`src/rtl/irq_agg_pkg.sv`:
```
package irq_agg_pkg;

    localparam int N_GPIO      = 5;
    localparam int N_SRC       = N_GPIO + 3;
    localparam int IDX_MICDET  = N_GPIO;
    localparam int IDX_MICSHRT = N_GPIO + 1;
    localparam int IDX_SEQBUSY = N_GPIO + 2;
    localparam int CFG_AW      = 2;

    typedef logic [N_SRC-1:0] src_vec_t;

    typedef enum logic [CFG_AW-1:0] {
        CFG_MASK = 2'd0,
        CFG_INV  = 2'd1,
        CFG_POL  = 2'd2,
        CFG_RSVD = 2'd3
    } cfg_sel_e;

    typedef struct packed {
        src_vec_t mask;
        src_vec_t inv;
        logic     pol;
    } cfg_t;

    localparam cfg_t CFG_RESET = '{mask: '1, inv: '0, pol: 1'b0};

    // Which causes may be inverted: all except the sequencer-busy flag.
    function automatic src_vec_t inv_allowed();
        src_vec_t v;
        for (int i = 0; i < N_SRC; i++) begin
            v[i] = (i != IDX_SEQBUSY);
        end
        return v;
    endfunction

    function automatic src_vec_t pack_sources(
        input logic [N_GPIO-1:0] gpio,
        input logic              det,
        input logic              shrt,
        input logic              busy
    );
        src_vec_t v;
        v[N_GPIO-1:0]  = gpio;
        v[IDX_MICDET]  = det;
        v[IDX_MICSHRT] = shrt;
        v[IDX_SEQBUSY] = busy;
        return v;
    endfunction

    function automatic src_vec_t apply_inversion(input src_vec_t lvl, input src_vec_t inv);
        return lvl ^ (inv & inv_allowed());
    endfunction

    function automatic logic any_pending(input src_vec_t st, input src_vec_t mask);
        return |(st & ~mask);
    endfunction

endpackage

```
`src/rtl/irq_src_sync.sv`:
```
module irq_src_sync #(
    parameter int WIDTH  = 8,
    parameter int STAGES = 2
) (
    input  logic             clk,
    input  logic             rst,
    input  logic [WIDTH-1:0] d,
    output logic [WIDTH-1:0] q
);
    logic [WIDTH-1:0] stg [STAGES];

    always_ff @(posedge clk) begin
        if (rst) stg[0] <= '0;
        else     stg[0] <= d;
    end

    for (genvar s = 1; s < STAGES; s++) begin : g_stage
        always_ff @(posedge clk) begin
            if (rst) stg[s] <= '0;
            else     stg[s] <= stg[s-1];
        end
    end

    assign q = stg[STAGES-1];


    sync_reset_chk: assert property (@(posedge clk) rst |=> (q == '0));

endmodule

```
`src/rtl/irq_cfg_regs.sv`:
```
module irq_cfg_regs
    import irq_agg_pkg::*;
(
    input  logic              clk,
    input  logic              rst,
    input  logic              we,
    input  logic [CFG_AW-1:0] addr,
    input  src_vec_t          wdata,
    output cfg_t              cfg
);
    cfg_sel_e sel;
    cfg_t     cfg_q;

    assign sel = cfg_sel_e'(addr);

    always_ff @(posedge clk) begin
        if (rst) begin
            cfg_q <= CFG_RESET;
        end else if (we) begin
            unique case (sel)
                CFG_MASK: cfg_q.mask <= wdata;
                CFG_INV:  cfg_q.inv  <= wdata;
                CFG_POL:  cfg_q.pol  <= wdata[0];
                CFG_RSVD: ;
                default:  ;
            endcase
        end
    end

    assign cfg = cfg_q;


    cfg_reset_chk: assert property (@(posedge clk) rst |=> (cfg == CFG_RESET));


    cfg_rsvd_chk: assert property (@(posedge clk) disable iff (rst)
        (we && addr == CFG_RSVD) |=> $stable(cfg));


    cfg_idle_chk: assert property (@(posedge clk) disable iff (rst)
        !we |=> $stable(cfg));

endmodule

```
`src/rtl/irq_status_latch.sv`:
```
module irq_status_latch
    import irq_agg_pkg::*;
(
    input  logic     clk,
    input  logic     rst,
    input  src_vec_t cond,
    input  logic     rd_stb,
    output src_vec_t status,
    output src_vec_t rd_data
);
    src_vec_t st_q;
    src_vec_t st_keep;

    // A read empties the held bits; a live cause sets its bit regardless.
    always_comb begin
        st_keep = rd_stb ? '0 : st_q;
    end

    always_ff @(posedge clk) begin
        if (rst) st_q <= '0;
        else     st_q <= st_keep | cond;
    end

    assign status  = st_q;
    assign rd_data = rd_stb ? st_q : '0;


    sticky_chk: assert property (@(posedge clk) disable iff (rst)
        !rd_stb |=> ((status & $past(status)) == $past(status)));


    live_sets_chk: assert property (@(posedge clk) disable iff (rst)
        1'b1 |=> ((status & $past(cond)) == $past(cond)));


    read_clears_chk: assert property (@(posedge clk) disable iff (rst)
        (rd_stb && cond == '0) |=> (status == '0));


    quiet_bus_chk: assert property (@(posedge clk) disable iff (rst)
        !rd_stb |-> (rd_data == '0));


    status_reset_chk: assert property (@(posedge clk) rst |=> (status == '0));

endmodule

```
`src/rtl/irq_aggregator.sv`:
```
module irq_aggregator
    import irq_agg_pkg::*;
#(
    parameter int SYNC_STAGES = 2
) (
    input  logic              clk,
    input  logic              rst,
    input  logic [N_GPIO-1:0] gpio_in,
    input  logic              mic_det_in,
    input  logic              mic_short_in,
    input  logic              seq_busy_in,
    input  logic              cfg_we,
    input  logic [CFG_AW-1:0] cfg_addr,
    input  logic [N_SRC-1:0]  cfg_wdata,
    input  logic              rd_stb,
    output logic [N_SRC-1:0]  rd_data,
    output logic              irq_out
);
    src_vec_t raw_lvl;
    src_vec_t sync_lvl;
    src_vec_t cond;
    src_vec_t status;
    src_vec_t rd_word;
    cfg_t     cfg;
    logic     pending;

    assign raw_lvl = pack_sources(gpio_in, mic_det_in, mic_short_in, seq_busy_in);

    irq_src_sync #(
        .WIDTH  (N_SRC),
        .STAGES (SYNC_STAGES)
    ) u_sync (
        .clk (clk),
        .rst (rst),
        .d   (raw_lvl),
        .q   (sync_lvl)
    );

    irq_cfg_regs u_cfg (
        .clk   (clk),
        .rst   (rst),
        .we    (cfg_we),
        .addr  (cfg_addr),
        .wdata (cfg_wdata),
        .cfg   (cfg)
    );

    assign cond = apply_inversion(sync_lvl, cfg.inv);

    irq_status_latch u_stat (
        .clk     (clk),
        .rst     (rst),
        .cond    (cond),
        .rd_stb  (rd_stb),
        .status  (status),
        .rd_data (rd_word)
    );

    assign pending = any_pending(status, cfg.mask);
    assign irq_out = pending ^ cfg.pol;
    assign rd_data = rd_word;


    masked_idle_chk: assert property (@(posedge clk) disable iff (rst)
        (cfg.mask == '1) |-> (irq_out == cfg.pol));


    irq_reset_chk: assert property (@(posedge clk) rst |=> !irq_out);


    busy_no_inv_chk: assert property (@(posedge clk) disable iff (rst)
        !sync_lvl[IDX_SEQBUSY] |-> !cond[IDX_SEQBUSY]);

endmodule

```
`config.mk`:
```
export PLATFORM = sky130hd
export DESIGN_NAME = irq_aggregator
export DESIGN_NICKNAME = d
export VERILOG_FILES = /design/src/rtl/irq_agg_pkg.sv /design/src/rtl/irq_src_sync.sv /design/src/rtl/irq_cfg_regs.sv /design/src/rtl/irq_status_latch.sv /design/src/rtl/irq_aggregator.sv
export SDC_FILE = /design/constraint.sdc
export NUM_CORES = 1
export LEC_CHECK = 0
export CAP_MARGIN = 20
export CORE_ASPECT_RATIO = 1.5
export CORE_MARGIN = 2
export CORE_UTILIZATION = 42
export DETAILED_ROUTE_END_ITERATION = 10
export PLACE_DENSITY = 0.78
export SYNTH_ARGS = -nofsm -noshare
export SYNTH_HDL_FRONTEND = slang
export SYNTH_HIERARCHICAL = 1
export SYNTH_SLANG_ARGS = --single-unit
export TNS_END_PERCENT = 30
```
`constraint.sdc`:
```
create_clock -name clk -period 1.5 [get_ports clk]
set_input_delay 0.45 -clock clk [delete_from_list [all_inputs] [get_ports clk]]
set_output_delay 0.45 -clock clk [all_outputs]
set_load 0.02 [all_outputs]
```
==> results.json <==
{
  "status": "finished with violations",
  "violations": "negative setup slack",
  "vias": 1137,
  "ys_warn_count": 6,
  "grt_pass1_vias": 1051,
  "coreArea_um2": 3890,
  "pwr_density_cell_nw_per_um2": 1050,
  "tightestPinTransition_ns": 0.267,
  "grt_overflow": 0,
  "syn_inst": 167,
  "drc": 0,
  "clockPowerShare_pct": 40.2,
  "dieArea_um2": 4490,
  "clock-sinks": 40,
  "power_leakage_nw": 0.926,
  "tns_ns": -0.380,
  "post-cts-setup-buffers": 0,
  "clock_skew_ns": 0.00398,
  "power_mw": 2.34,
  "place_congestion": 0.718,
  "final_nets": 232,
  "combPwrFrac_pct": 11.3,
  "setup_violations": 4,
  "drv_slew": 0,
  "placedCellCount": 247,
  "ir_drop_mv": 0.919,
  "slew-limit-headroom_pct": 82.1,
  "clockBufferDepth": 2,
  "worstHoldPathCells": 2,
  "start_kind": "flip-flop",
  "ios": 31,
  "io_buffers": 30,
  "worstSkewPairLatency_ns": 0.29,
  "antenna_found_initial": 0,
  "hold_start": "u_sync/stg[1][7]",
  "syn2layout_area_growth_pct": 33.4,
  "criticalPathCategory": "flip-flop to primary output",
  "critPathMaxFanout": 2,
  "crit_arrival_ns": 1.40,
  "htreeDepth": 2,
  "via_per_inst": 4.44,
  "r2r_end": "u_stat/status[2]",
  "dpl.hpwl_mm": 1.96,
  "layout-drive-gt1-share_pct": 35.5,
  "post-route-period-util_pct": 123,
  "multi_input_area_um2": 763,
  "finalWorstSetupSlack_ns": -0.347,
  "rr_worst_depth": 3,
  "die_h_um": 81.1,
  "power_switching_uw": 482,
  "grt_usage_pct": 12.9,
  "cts.reportedPaths.clkPinSlew_ns": 0.08,
  "layout_min_cycle_time_ns": 1.85,
  "ctsRootBufferMaster": "clkbuf_8",
  "r2r-start": "u_cfg/cfg[3]",
  "finalHoldViolCount": 0,
  "syn_nets": 189,
  "dpl_cell_area_um2": 2100,
  "cts_hold_buf": 0,
  "drt_iter0_drc": 24,
  "synth_area_um2": 1660,
  "die_w_um": 55.4,
  "required_ns": 1.05,
  "ant_nets": 0,
  "min_to": "u_stat/status[7]",
  "r2r_setup_slack_ns": 0.73,
  "fmax_mhz": 541,
  "final_area_um2": 2220,
  "drt_first_pass_iters": 4,
  "hold_class": "flip-flop to flip-flop",
  "cts_tree": "built",
  "grt_max_degree": 45,
  "cp-end-kind": "primary output",
  "rows": 28,
  "ff_latch_area_um2": 810,
  "final_util_pct": 57.0,
  "p_seq_share_pct": 48.6,
  "diodes": 0,
  "cts_buffers": 5,
  "start_util_pct": 42.8,
  "stdcell_count": 256,
  "fill_cells": 341,
  "grt_pass1_wl_mm": 4.46,
  "drt_wl_total_mm": 2.76,
  "swShare_pct": 20.6,
  "internal-power_mw": 1.86,
  "avgSynthCellArea_um2": 9.96,
  "wire_per_inst_um": 10.8,
  "cap_violations": 0,
  "rsz0062_at_grt": "true"
}
[worst max path at each step]
stage / start / end / slack [ns]
after floorplan: u_stat/status[1] / irq_out / 0.05
after CTS: u_stat/status[3] / irq_out / -0.38
after detailed placement: rd_stb / rd_data[3] / -0.76
after global routing: u_stat/status[6] / irq_out / -0.41
final: u_stat/status[5] / irq_out / -0.35
after global placement: rd_stb / rd_data[3] / -0.77
[through the flow]
stage / hold slack [ns] / setup slack (ns)
global route: 0.466 / -0.414
global placement: 0.418 / -0.767
finish: 0.427 / -0.347
CTS: 0.429 / -0.383
detailed placement: 0.423 / -0.765
floorplan: 0.411 / 0.0505
[registers in the layout, indices dropped and copies added, names as in the netlist]
register,cells
u_stat/status,8
u_sync/stg,16
u_cfg/cfg,16
[area by class of cell]
class	count	share of cell area [%]
clock buffers	7	4.34
clock inverters	1	1.35
repair buffers	44	18.2
well taps	45	2.54
flip-flops and latches	40	36.5
multi-input cells	103	34.4
inverters	16	2.71
[placed cells by master, fill, tap and decap left out]
cell              n
o22ai_1           1
nand3b_1          1
xor2_1            7
dfxtp_2           7
and2_4            1
nand2b_2          6
buf_4            10
nor2b_1           3
buf_6             2
buf_12            3
o22ai_2           3
nand2b_1         17
bufinv_16         1
clkdlybuf4s50_1  20
clkbuf_8          7
a21oi_1           8
inv_2             5
and2b_2           6
inv_1            11
nor2_1           16
mux2i_1          16
xnor2_1           1
dfxtp_1          33
nor3b_1           1
and2_2            7
buf_2             9
nor2b_2           7
nor4_2            1
and3b_1           1
[repair_timing]
action	4_1_cts	5_1_grt
gates cloned	1	0
pin swaps	4	3
endpoints found under the setup margin	9	5
gates resized for setup	55	6
[critical path, cell delays in order, from the launching register on]
cell and delay, ns:
dfxtp_2 0.33, inv_2 0.05, o22ai_2 0.07, nor4_2 0.32, xnor2_1 0.17, buf_4 0.17
[per-layer routing]
| metal | global-route usage [%] | vias to the layer above | part of all wire, % |
|---|---|---|---|
| met5 | 0 | - | 0 |
| met4 | 6.59 | 0 | 2.1 |
| met3 | 3.82 | 5 | 3.3 |
| met2 | 23.5 | 21 | 53 |
| met1 | 13.4 | 504 | 42 |
| li1 | - | 607 | - |
[power by group through the flow]
stage	Sequential (mW)	Clock, mW	Combinational, mW
floorplan	1.15	0	0.139
global placement	1.15	0	0.261
detailed placement	1.16	0	0.266
CTS	1.13	0.960	0.266
global route	1.14	1.01	0.288
finish	1.14	0.940	0.263
(Power assumes the default switching activity.)
